--- src/rtl/dram_byte_seq.sv ---
module dram_byte_seq #(
  parameter int MA_W   = 11,
  parameter int DATA_W = 8,
  localparam int ADDR_W = 2 * MA_W
) (
  input  logic              clk,
  input  logic              rst_n,
  input  logic              start,
  input  logic              do_refresh,
  input  logic              do_write,
  input  logic [1:0]        cap_sel,
  input  logic [ADDR_W-1:0] addr,
  input  logic [DATA_W-1:0] wdata,
  output logic              busy,
  output logic              done,
  output logic [DATA_W-1:0] rdata,
  output logic [MA_W-1:0]   mem_addr,
  output logic              ras_n,
  output logic              cas_n,
  output logic              oe_n,
  output logic              we_n,
  output logic [DATA_W-1:0] dq_out,
  output logic              dq_oe,
  input  logic [DATA_W-1:0] dq_in
);

  logic [2:0]        phase, nxt;
  logic              ref_q, wr_q;
  logic [1:0]        cap_q;
  logic [ADDR_W-1:0] addr_q;

  wire go = start && (phase == 3'd0);
  wire              use_ref  = go ? do_refresh : ref_q;
  wire              use_wr   = go ? do_write   : wr_q;
  wire [1:0]        use_cap  = go ? cap_sel    : cap_q;
  wire [ADDR_W-1:0] use_addr = go ? addr       : addr_q;

  function automatic logic [MA_W-1:0] pick(input logic [ADDR_W-1:0] a,
                                           input logic [1:0] c, input logic row);
    int n;
    logic [MA_W-1:0]   m;
    logic [ADDR_W-1:0] s;
    case (c)
      2'd0:    n = MA_W - 2;
      2'd1:    n = MA_W - 1;
      default: n = MA_W;
    endcase
    m = MA_W'((64'd1 << n) - 64'd1);
    s = row ? (a >> n) : a;
    return s[MA_W-1:0] & m;
  endfunction

  always_comb begin
    if (go)                 nxt = 3'd1;
    else if (phase == 3'd5) nxt = 3'd0;
    else if (phase != 3'd0) nxt = phase + 3'd1;
    else                    nxt = 3'd0;
  end

  wire n_open = (nxt >= 3'd1) && (nxt <= 3'd4);
  wire n_row  = (nxt >= 3'd2) && (nxt <= 3'd4);
  wire n_cas  = (nxt == 3'd3) || (nxt == 3'd4);

  always_ff @(posedge clk or negedge rst_n) begin
    if (!rst_n) begin
      phase    <= '0;
      ref_q    <= 1'b0;
      wr_q     <= 1'b0;
      cap_q    <= '0;
      addr_q   <= '0;
      dq_out   <= '0;
      rdata    <= '0;
      mem_addr <= '0;
      ras_n    <= 1'b1;
      cas_n    <= 1'b1;
      oe_n     <= 1'b1;
      we_n     <= 1'b1;
      dq_oe    <= 1'b0;
      done     <= 1'b0;
    end else begin
      phase <= nxt;
      if (go) begin
        ref_q  <= do_refresh;
        wr_q   <= do_write;
        cap_q  <= cap_sel;
        addr_q <= addr;
        dq_out <= wdata;
      end
      if (phase == 3'd4 && !ref_q && !wr_q) rdata <= dq_in;
      ras_n <= !(use_ref ? n_row : n_open);
      cas_n <= !(use_ref ? n_open : n_cas);
      oe_n  <= !(!use_ref && !use_wr && n_cas);
      we_n  <= !(!use_ref && use_wr && n_cas);
      dq_oe <= !use_ref && use_wr && n_cas;
      done  <= (nxt == 3'd5);
      if (use_ref || nxt == 3'd0 || nxt == 3'd5) mem_addr <= '0;
      else if (nxt == 3'd1)                      mem_addr <= pick(use_addr, use_cap, 1'b1);
      else                                       mem_addr <= pick(use_addr, use_cap, 1'b0);
    end
  end

  assign busy = (phase != 3'd0);

  p_cas_after_ras_r2: assert property (@(posedge clk) disable iff (!rst_n)
    ($fell(cas_n) && !ref_q) |-> (!ras_n && $past(!ras_n)));
  p_oe_we_excl_r4: assert property (@(posedge clk) disable iff (!rst_n)
    (oe_n || we_n));
  p_drive_on_write_r5: assert property (@(posedge clk) disable iff (!rst_n)
    dq_oe |-> (!we_n && !cas_n));
  p_done_single_r6: assert property (@(posedge clk) disable iff (!rst_n)
    done |=> !done);
  p_done_idle_r6: assert property (@(posedge clk) disable iff (!rst_n)
    done |-> (ras_n && cas_n && oe_n && we_n && busy));
  p_cbr_order_r8: assert property (@(posedge clk) disable iff (!rst_n)
    ($fell(ras_n) && ref_q) |-> (!cas_n && $past(!cas_n) && mem_addr == '0));
  p_no_restart_r9: assert property (@(posedge clk) disable iff (!rst_n)
    (busy && !done) |=> (busy && $stable(ref_q) && $stable(addr_q)));

endmodule

--- config.mk ---
export PLATFORM = sky130hd
export DESIGN_NAME = dram_byte_seq
export DESIGN_NICKNAME = d
export VERILOG_FILES = /design/src/rtl/dram_byte_seq.sv
export SDC_FILE = /design/constraint.sdc
export NUM_CORES = 1
export LEC_CHECK = 0
export ABC_AREA = 1
export BUFFER_PORTS_ARGS = -buffer_cell sky130_fd_sc_hd__clkbuf_2
export CORE_UTILIZATION = 46
export DETAILED_ROUTE_END_ITERATION = 10
export HOLD_SLACK_MARGIN = 0.05
export PLACE_DENSITY = 0.74
export SLEW_MARGIN = 20
export SYNTH_ARGS = -nofsm -noshare
export SYNTH_HDL_FRONTEND = slang
export SYNTH_SLANG_ARGS = --single-unit
--- constraint.sdc ---
create_clock -name clk -period 1.55 [get_ports clk]
set_input_delay 0.155 -clock clk [delete_from_list [all_inputs] [get_ports clk]]
set_output_delay 0.155 -clock clk [all_outputs]
set_load 0.05 [all_outputs]
==> results of run 1 <==
## metrics by stage
stage          cell area [um^2]  std cells  hold slack, ns  total power [mW]  setup TNS [ns]
2_1_floorplan              2950        337          -0.141              7.01         -0.0640
3_3_place_gp               3610        512           0.170              8.52           -1.73
3_5_place_dp               3610        512           0.176              8.69           -3.34
4_1_cts                    4230        558          0.0518              10.6           -2.06
5_1_grt                    4380        563          0.0695              12.0           -4.33
6_report                   4380        563          0.0313              11.3           -2.60
## sequential cells by signal, summed over array words and instances, names as in the netlist
signal / flops
dq_oe: 1
we_n: 1
cas_n: 1
cap_q: 2
oe_n: 1
addr_q: 22
mem_addr: 11
phase: 3
done: 1
ras_n: 1
rdata: 8
ref_q: 1
dq_out: 8
wr_q: 1
## cells in the final DEF, fill, tap and decap left out, drive strengths merged
master	instances
dfrtp	58
buf	41
nor2	32
a21oi	2
nand4	2
clkbuf	88
mux2	8
dlygate4sd3	25
or2	3
inv	46
clkinv	3
o21ai	18
nand3	36
nand2	114
dfstp	4
ha	3
and2	1
a31oi	1
clkinvlp	2
o21a	1
## metal layers
metal / vias to the layer above / track usage
met1: 1307 / 0.290
li1: 1341 / -
met2: 109 / 0.425
met5: - / 0
met4: 0 / 0.139
met3: 21 / 0.0629
## power by group
group | switching [mW] | internal (mW) | total [mW]
clock network | 0.705 | 0.630 | 1.34
logic | 4.60 | 2.65 | 7.26
registers | 0.309 | 2.39 | 2.70
total | 5.62 | 5.67 | 11.3
## repair_timing
item                                    in CTS  in global routing
endpoints found under the hold margin       82                  0
buffers inserted                             5                  6
hold buffers                                25                  0
endpoints found under the setup margin      26                 24
pin swaps                                   15                  9
resized for setup                           33                 39
gates cloned                                 1                  0
## kinds of logic after synthesis
family,share of synthesized area
flops,0.540
compound gates,0.0525
mux,0.0313
buf+inv,0.0890
simple gates,0.274
fa+ha+maj,0.0130
## cell type report
| type | count | area, um^2 |
|---|---|---|
| clock inverters | 6 | 46.3 |
| flip-flops and latches | 62 | 1560 |
| repair buffers | 144 | 1050 |
| clock buffers | 10 | 138 |
| multi-input cells | 221 | 1320 |
| well taps | 75 | 93.8 |
| fillers | 416 | 1610 |
| inverters | 45 | 179 |
## critical path, delay by kind of cell, from the launching register on
family                   cells  cell delay, ns
AO/OA/AOI/OAI                1            0.09
adder cells (fa/ha/maj)      1            0.18
buffers and inverters        3            0.29
flip-flops                   1            0.40
AND/OR/NAND/NOR              7            0.76
## worst max-delay path by stage
stage | startpoint | to | slack [ns]
floorplan | phase[1] | mem_addr[4] | -0.02
global placement | phase[1] | mem_addr[0] | -0.16
detailed placement | phase[0] | mem_addr[5] | -0.28
CTS | phase[0] | mem_addr[5] | -0.19
global route | phase[0] | mem_addr[6] | -0.35
finish | phase[0] | mem_addr[6] | -0.25
==> impl_metrics.csv, run 1 <==
group,metric,value,unit
pwr,leakagePower,2.34,nW
worst_hold_path,hold_class,"input pin to flop",
worst_setup_path,slowest_delay,0.40,ns
detailed_routing,via_count,2778,
worst_setup_path,path_cells,"inv_2 > ha_4 > buf_12 > nand2_8 > nand3_2 > nand2_2 > inv_1 > nand2_2 > nand2_1 > nor2_4 > o21ai_1 > nor2_1",
detailed_routing,routed_via_density,4.93,
logic_synthesis,synth_top_area_cell,"dfrtp_1",
timing,relSlewSlack,0.790,
logic_synthesis,synthArstFlopShare,1.00,
timing,clock-skew-final,0.0137,ns
clock_tree,htreeDepth,3,
die,core.rowCount,28,
logic_synthesis,syn_area,2880,um^2
die,die_w,81.2,um
final_layout,final_util,0.731,
pwr,vdd_drop_max,1470,uV
worst_hold_path,min_from,"addr[0]",
final_layout,layout-drive-gt1-share,0.436,
flow_run,maxCapViolCount,0,
logic_synthesis,ys_seq_elements,62,
logic_synthesis,synth_flop_cell,"dfrtp_1",
placement,dpl.hpwl,5040,um
worst_setup_path,end_kind,"flop",
detailed_routing,antenna_left,0,
detailed_routing,drt-met1-wl,3210,um
die,die_h,81.2,um
detailed_routing,wl_met3,525,um
clock_tree,clock_path_buffers,2,
logic_synthesis,synth_edf_count,0,
detailed_routing,wl_met2,4030,um
worst_setup_path,cp-start-kind,"flop",
logic_synthesis,ys_warn_count,0,
detailed_routing,drtIter0Drc,154,
timing,period_share,1.16,
clock_tree,cts_tree,"built",
final_layout,fin_nets,531,
worst_setup_path,cp_max_fo,5,
detailed_routing,dr.max_layer_used,"met4",
timing,tightestPinTransition,0.313,ns
detailed_routing,post_drt_wl_per_cell,14.2,um
detailed_routing,firstDrtPassIters,5,
placement,dp_slack,-0.285,ns
global_route,grt_pass1_vias,2698,
timing,clock.fmax,556,MHz
logic_synthesis,yosys-top-cells-area,"dfrtp_1, nand2_1, nand3_1",
run_status,status,"finished with violations",
clock_tree,cts_made_buffers,9,
final_layout,antennaDiodeCount,0,
pwr,power_density,2580,nW/um^2
worst_setup_path,r2r_end,"mem_addr[6]",
worst_hold_path,hold_path_end,"addr_q[0]",
die,ios,79,
timing,finalSetupViolCount,18,
clock_tree,clk_pin_slew_worst_paths,0.08,ns
global_route,overflow,0,
worst_setup_path,crit_top_cell,"nand2_2",
global_route,antenna_found_initial,0,
detailed_routing,route.detailed.drc,0,
worst_setup_path,reg2reg_slack,-0.25,ns
die,core,5990,um^2
logic_synthesis,syn_nets,385,
timing,min_period,1.80,ns
worst_setup_path,arrival,2.10,ns
timing,setup_ws,-0.247,ns
die,dieArea,6590,um^2
timing,drv_slew,0,
clock_tree,cts_sinks,62,
global_route,grt_use_total,0.251,
final_layout,syn_to_final_growth,52.0,%
worst_setup_path,cp_slowest_cell,"dfrtp_1",
timing,grt_setup_unrepaired,"yes",
placement,port_buffers,78,
logic_synthesis,yosys-top-cells-count,"nand2_1, dfrtp_1, inv_1, nand3_1, nor2_1",
detailed_routing,totalWireLength,7980,um
logic_synthesis,synth_top_area_share,0.503,
worst_setup_path,critPathKind,"flop to flop",
die,initial_utilization,0.481,
worst_setup_path,r2r-start,"phase[0]",
placement,place_congestion,0.927,
clock_tree,insertion_delay,0.37,ns
global_route,grt_pass1_wl,12100,um
clock_tree,ctsRootBufferMaster,"clkbuf_8",
logic_synthesis,ys_seq_area_frac,0.540,
worst_setup_path,r2r_cells,12,
run_status,violations,"negative setup slack",
timing,hold_viol,0,
worst_hold_path,holdPathStages,3,
logic_synthesis,synth.most_common_cell,"nand2_1",
logic_synthesis,syn_inst,337,
worst_setup_path,cp_data_required_time,1.85,ns
global_route,grt_max_degree,48,
logic_synthesis,synth_cell_types,26,
logic_synthesis,synth_area_per_cell,8.55,um^2
Note: power is estimated with default switching activity, not from simulation.
==> run 2, diff against run 1 <==
Settings changed: CTS_BUF_LIST set to sky130_fd_sc_hd__clkbuf_4.
==> run 2 against run 1 <==
Against the previous run:
- the flow still finishes with violations (negative setup slack)
- routed wire length is 0.15% lower
- power is 2.2% lower
- combinational power increased by 2%
- clock power fell by 27%
- global-route usage grew 0.82 points
- die area did not move
- fmax rose by 0.70%
- critical path depth shrank 1
- non-clock buffer count grew 13
- worst setup slack better by 0.012 ns
==> impl_metrics.csv, run 2 (synthesis results as in run 1) <==
group,metric,value,unit
worst_setup_path,critPathKind,"flop to flop",
timing,grt_setup_unrepaired,"yes",
final_layout,layout_commonest_cell,"nand2_1",
detailed_routing,post_drt_wl_per_cell,13.8,um
die,ios,79,
pwr,vdd_drop_max,1490,uV
worst_setup_path,r2r-start,"phase[1]",
final_layout,stdcell_count,576,
worst_hold_path,hold_class,"input pin to flop",
final_layout,largest_register_ffs,22,
worst_setup_path,crit_top_cell,"nor2_1",
clock_tree,clock_path_buffers,2,
timing,clock.fmax,560,MHz
clock_tree,cts_tree,"built",
timing,period_share,1.15,
detailed_routing,antenna_left,0,
worst_setup_path,crit_cells,11,
clock_tree,cts_made_buffers,9,
placement,dpl.hpwl,5040,um
placement,dpl_cell_area,3610,um^2
worst_setup_path,cp_slowest_cell,"dfrtp_1",
timing,hold_viol,0,
timing,drv_slew,0,
placement,place_congestion,0.927,
detailed_routing,firstDrtPassIters,4,
final_layout,mostFrequentLayoutCells,"nand2_1, clkbuf_2, dfrtp_1",
timing,hold_ws,0.0756,ns
clock_tree,clk_pin_slew_worst_paths,0.12,ns
final_layout,top_register,"addr_q",
detailed_routing,totalWireLength,7970,um
final_layout,fin_nets,544,
detailed_routing,via_count,2847,
worst_setup_path,cp-start-kind,"flop",
die,die_h,81.2,um
final_layout,fill_cells,424,
run_status,status,"finished with violations",
worst_setup_path,r2r_end,"mem_addr[5]",
die,initial_utilization,0.481,
worst_setup_path,crit_end,"mem_addr[5]",
clock_tree,ctsRootBufferMaster,"clkbuf_4",
pwr,leakagePower,2.37,nW
placement,dp_slack,-0.285,ns
clock_tree,htreeDepth,3,
die,dieArea,6590,um^2
clock_tree,insertion_delay,0.43,ns
run_status,violations,"negative setup slack",
timing,tightestPinTransition,0.305,ns
timing,clock-skew-final,0.0171,ns
timing,min_period,1.78,ns
flow_run,maxCapViolCount,0,
worst_setup_path,end_kind,"flop",
die,core.rowCount,28,
final_layout,syn_to_final_growth,54.2,%
final_layout,final_area,4440,um^2
global_route,grt_max_degree,48,
timing,relSlewSlack,0.797,
worst_setup_path,r2r_cells,11,
worst_setup_path,cp_data_required_time,1.89,ns
global_route,grt_pass1_wl,12400,um
final_layout,reg.largest.list,"addr_q x22, mem_addr x11",
global_route,antenna_found_initial,0,
placement,port_buffers,78,
final_layout,layout-drive-gt1-share,0.431,
clock_tree,cts_sinks,62,
detailed_routing,route.detailed.drc,0,
worst_setup_path,critical_path.top_delay_family,"buffers and inverters",
die,core,5990,um^2
final_layout,antennaDiodeCount,0,
die,die_w,81.2,um
worst_setup_path,cp_max_fo,8,
detailed_routing,drtIter0Drc,154,
worst_setup_path,reg2reg_slack,-0.23,ns
worst_setup_path,slowest_delay,0.42,ns
detailed_routing,routed_via_density,4.94,
timing,finalSetupViolCount,19,
worst_setup_path,arrival,2.12,ns
global_route,grt_use_total,0.259,
worst_setup_path,cp_num_buf_inv,4,
global_route,grt_pass1_vias,2793,
global_route,overflow,0,
pwr,power_density,2490,nW/um^2
worst_setup_path,path_cells,"inv_2 > ha_4 > nand3_4 > buf_6 > o21ai_4 > buf_12 > nor2_4 > inv_2 > nor2_1 > nor2_1 > nor2_1",
worst_setup_path,crit_start,"phase[1]",
placement,place_inst,512,
timing,setup_ws,-0.235,ns
run 2: cell count changes in the layout (fill, tap and decap cells not counted), moves of 4 or more:
cell / delta
clkbuf_8: -10
o21ai_2: -4
dlygate4sd3_1: +9
clkbuf_4: +9
buf_4: +4
run 2: area by class of cell:
cell class / instances / area [um^2] / share of cell area
flip-flops and latches: 62 / 1560 / 0.350
well taps: 75 / 93.8 / 0.0211
clock inverters: 7 / 50.0 / 0.0113
inverters: 45 / 181 / 0.0408
multi-input cells: 221 / 1330 / 0.300
clock buffers: 9 / 67.6 / 0.0152
repair buffers: 157 / 1160 / 0.262
run 2: power breakdown:
part	switching [mW]	internal (mW)
Clock	0.652	0.330
Sequential	0.297	2.38
Combinational	4.65	2.74
Total	5.60	5.45
run 2: through the flow:
stage	utilization	setup TNS, ns	power [mW]
after CTS	0.719	-1.92	10.5
after global placement	0.602	-1.73	8.52
after detailed placement	0.602	-3.34	8.69
final	0.742	-2.75	11.0
after global routing	0.742	-4.61	11.8
after floorplan	-	-0.0640	7.01
run 2: how the worst min path moves through the flow:
stage / from / end / slack [ns] / cells after the start
after floorplan: rst_n / addr_q[0] / -0.14 / 0
after global placement: rst_n / phase[2] / 0.17 / 2
after detailed placement: rst_n / phase[2] / 0.18 / 2
after CTS: addr[14] / addr_q[14] / 0.06 / 3
after global routing: addr[14] / addr_q[14] / 0.07 / 3
final: addr[14] / addr_q[14] / 0.08 / 3
run 2: timing repair:
action / 4_1_cts / 5_1_grt
hold buffers: 34 / 0
buffers inserted: 8 / 6
gates resized for setup: 39 / 28
hold endpoints to repair: 96 / 0
pin swaps: 11 / 16
gates cloned: 1 / 0
setup endpoints to repair: 28 / 23
run 2: layer usage:
metal  vias to the layer above  global-route usage  share of wire
met5                         -                   0              0
met4                         0               0.116          0.027
met3                        20              0.0775          0.059
met2                       103               0.446           0.51
met1                      1355               0.296           0.40
li1                       1369                   -              -
run 2: worst register-to-register path, delay by kind of cell, from the launching register on:
kind | cells | cell delay (ns)
compound gates | 1 | 0.16
fa+ha+maj | 1 | 0.18
buf+inv | 4 | 0.51
flops | 1 | 0.42
simple gates | 5 | 0.41
==> run 3, diff against run 2 <==
Settings changed: ABC_AREA 1 to 0, PLACE_DENSITY 0.74 to 0.8.
==> run 3 against run 2 <==
Against the previous run:
- the run still ends with negative setup slack left
- clock power is 3.8% lower
- worst setup slack worse by 0.15 ns
- flip-flop and latch count unchanged
- die area rose by 5.8%
- synthesized cell count down 23%
- clock skew grew 0.0020 ns
- register-to-register slack worse by 0.15 ns
- hold slack worse by 0.015 ns
==> impl_metrics.csv, run 3 <==
group,metric,value,unit
worst_setup_path,arrival,2.21,ns
logic_synthesis,synth_flop_cell,"dfrtp_1",
logic_synthesis,synth_adder_area_share,0.0123,
logic_synthesis,synth_compound_area_frac,0.0848,
logic_synthesis,synth_top_family_by_area,"multiplexers",
run_status,violations,"negative setup slack",
global_route,grt_use_total,0.242,
final_layout,layout_commonest_cell,"clkbuf_2",
worst_setup_path,critPathKind,"flop to flop",
clock_tree,cts_sinks,62,
detailed_routing,route.detailed.drc,0,
global_route,grt_max_degree,63,
global_route,grt_pass1_wl,13200,um
die,initial_utilization,0.478,
logic_synthesis,synth.mux.area_fraction,0.257,
logic_synthesis,syn_area,3050,um^2
timing,grt_setup_unrepaired,"yes",
timing,finalSetupViolCount,46,
die,die_h,83.5,um
clock_tree,clock_path_buffers,2,
detailed_routing,wl_met2,4430,um
detailed_routing,routed_via_density,5.28,
die,ios,79,
die,core.rowCount,29,
clock_tree,clk_pin_slew_worst_paths,0.11,ns
die,core,6390,um^2
worst_setup_path,cp-start-kind,"flop",
global_route,overflow,0,
logic_synthesis,synthSimpleGateAreaFrac,0.0877,
clock_tree,insertion_delay,0.40,ns
clock_tree,cts_made_buffers,9,
detailed_routing,dr.max_layer_used,"met4",
logic_synthesis,syn_inst,258,
clock_tree,ctsRootBufferMaster,"clkbuf_4",
placement,place_congestion,0.824,
logic_synthesis,synthArstFlopShare,1.00,
run_status,status,"finished with violations",
timing,clock.fmax,518,MHz
timing,relSlewSlack,0.632,
detailed_routing,drt-met1-wl,3570,um
logic_synthesis,synth_top_area_cell,"dfrtp_1",
logic_synthesis,synth.most_common_cell,"dfrtp_1",
placement,port_buffers,78,
logic_synthesis,synth_top_area_share,0.475,
final_layout,reg.largest.list,"addr_q x22, mem_addr x11",
timing,period_share,1.25,
timing,hold_viol,0,
final_layout,top_register,"addr_q",
die,dieArea,6970,um^2
final_layout,mostFrequentLayoutCells,"clkbuf_2, dfrtp_1, dlygate4sd3_1",
logic_synthesis,synth_xor_area_frac,0,
pwr,leakagePower,2.33,nW
logic_synthesis,yosys-top-cells-area,"dfrtp_1, mux2_2, mux2i_1",
final_layout,syn_to_final_growth,52.6,%
detailed_routing,via_count,2649,
worst_setup_path,cp_max_fo,8,
logic_synthesis,yosys-top-cells-count,"dfrtp_1, mux2_2, mux2i_1, nand2_1, o21ai_0",
timing,tightestPinTransition,0.552,ns
final_layout,fin_nets,468,
timing,setup_ws,-0.382,ns
logic_synthesis,syn_nets,306,
detailed_routing,wl_met3,341,um
pwr,power_density,2440,nW/um^2
placement,dpl.hpwl,5040,um
final_layout,fill_cells,391,
detailed_routing,post_drt_wl_per_cell,17.2,um
pwr,vdd_drop_max,1630,uV
worst_setup_path,cp_data_required_time,1.83,ns
global_route,antenna_found_initial,0,
global_route,grt_pass1_vias,2715,
timing,min_period,1.93,ns
flow_run,maxCapViolCount,0,
worst_hold_path,hold_class,"input pin to flop",
placement,dp_slack,-0.356,ns
detailed_routing,totalWireLength,8610,um
logic_synthesis,synth_cell_types,39,
final_layout,antennaDiodeCount,0,
clock_tree,htreeDepth,3,
clock_tree,cts_tree,"built",
die,die_w,83.5,um
logic_synthesis,ys_seq_elements,62,
timing,clock-skew-final,0.0191,ns
final_layout,layout-drive-gt1-share,0.529,
logic_synthesis,synth_edf_count,0,
final_layout,final_util,0.730,
detailed_routing,antenna_left,0,
final_layout,largest_register_ffs,22,
logic_synthesis,ys_seq_area_frac,0.510,
logic_synthesis,synth_area_per_cell,11.8,um^2
logic_synthesis,ys_warn_count,0,
timing,drv_slew,0,
detailed_routing,drtIter0Drc,150,
worst_setup_path,end_kind,"flop",
pwr,power,11.4,mW
detailed_routing,firstDrtPassIters,4,
==> run 3: changes by cell type in the layout (fill, tap and decap cells not counted), sizes merged, moves of 7 or more <==
cell,before,now
nand2,114,19
mux2,8,46
nand3,36,2
inv,45,13
mux2i,0,26
nor2,32,12
buf,45,55
nor3,0,7
==> run 3: repair_timing <==
action / CTS / global route
gates cloned: 1 / 0
endpoints found under the setup margin: 35 / 53
hold buffers: 34 / 0
pin swaps: 11 / 8
gates resized for setup: 41 / 21
buffers inserted: 8 / 8
hold endpoints to repair: 95 / 0
==> run 3: path summary, 6_finish.rpt <==
kind,from,endpoint,slack (ns),depth (start not counted)
setup / recovery,phase[0],mem_addr[9],-0.38,9
hold / removal,addr[10],addr_q[10],0.06,2
setup reg to reg,phase[0],mem_addr[9],-0.38,9
hold reg to reg,addr_q[0],addr_q[0],0.50,1
max in group asynchronous,rst_n,ras_n,0.94,3
min in group asynchronous,rst_n,addr_q[21],0.30,3
==> run 3: power by group <==
group          total [mW]  internal [mW]  switching (mW)  leakage, nW
Combinational        7.47           3.50            3.97         1.51
Clock               0.945          0.394           0.551       0.0692
Sequential           2.95           2.40           0.544        0.749
Total                11.4           6.30            5.07         2.33
==> run 3: logic make-up (layout without fill, tap and decap cells) <==
logic type / after synthesis / in the layout
multiplexers: 72 / 72
AND/OR/NAND/NOR: 51 / 51
AO/OA/AOI/OAI: 41 / 41
adder cells (fa/ha/maj): 3 / 3
buffers and inverters: 29 / 196
flip-flops: 62 / 62
==> run 3: metal layers <==
metal,global-route usage,vias up
li1,-,1232
met1,0.295,1304
met2,0.422,88
met3,0.0455,25
met4,0.103,0
met5,0,-
==> run 3: final cells by class <==
class | count | area, um^2 | share of cell area
clock buffer | 13 | 97.6 | 0.0209
clock inverter | 3 | 13.8 | 0.00295
inverter | 14 | 57.6 | 0.0124
multi-input combinational | 167 | 1560 | 0.334
sequential | 62 | 1560 | 0.334
tap | 77 | 96.3 | 0.0207
timing repair buffer | 166 | 1280 | 0.275
==> run 3: worst max-delay path, cell delays in order (launching register included) <==
cell and delay, ns:
dfrtp_1 0.43, inv_2 0.06, ha_4 0.18, nand3b_4 0.16, buf_4 0.15, o21a_4 0.16
clkinv_4 0.07, nand3_4 0.15, or2b_1 0.24, and4bb_1 0.20
==> run 3: per-stage QoR <==
stage	hold WS, ns	instance area (um^2)	cells	TNS (ns)
after floorplan	-0.141	3140	258	-2.98
after global placement	0.189	3830	436	-4.92
after detailed placement	0.193	3830	436	-6.00
after CTS	0.0514	4530	495	-5.71
after global routing	0.0514	4660	502	-11.11
final	0.0608	4660	502	-8.08
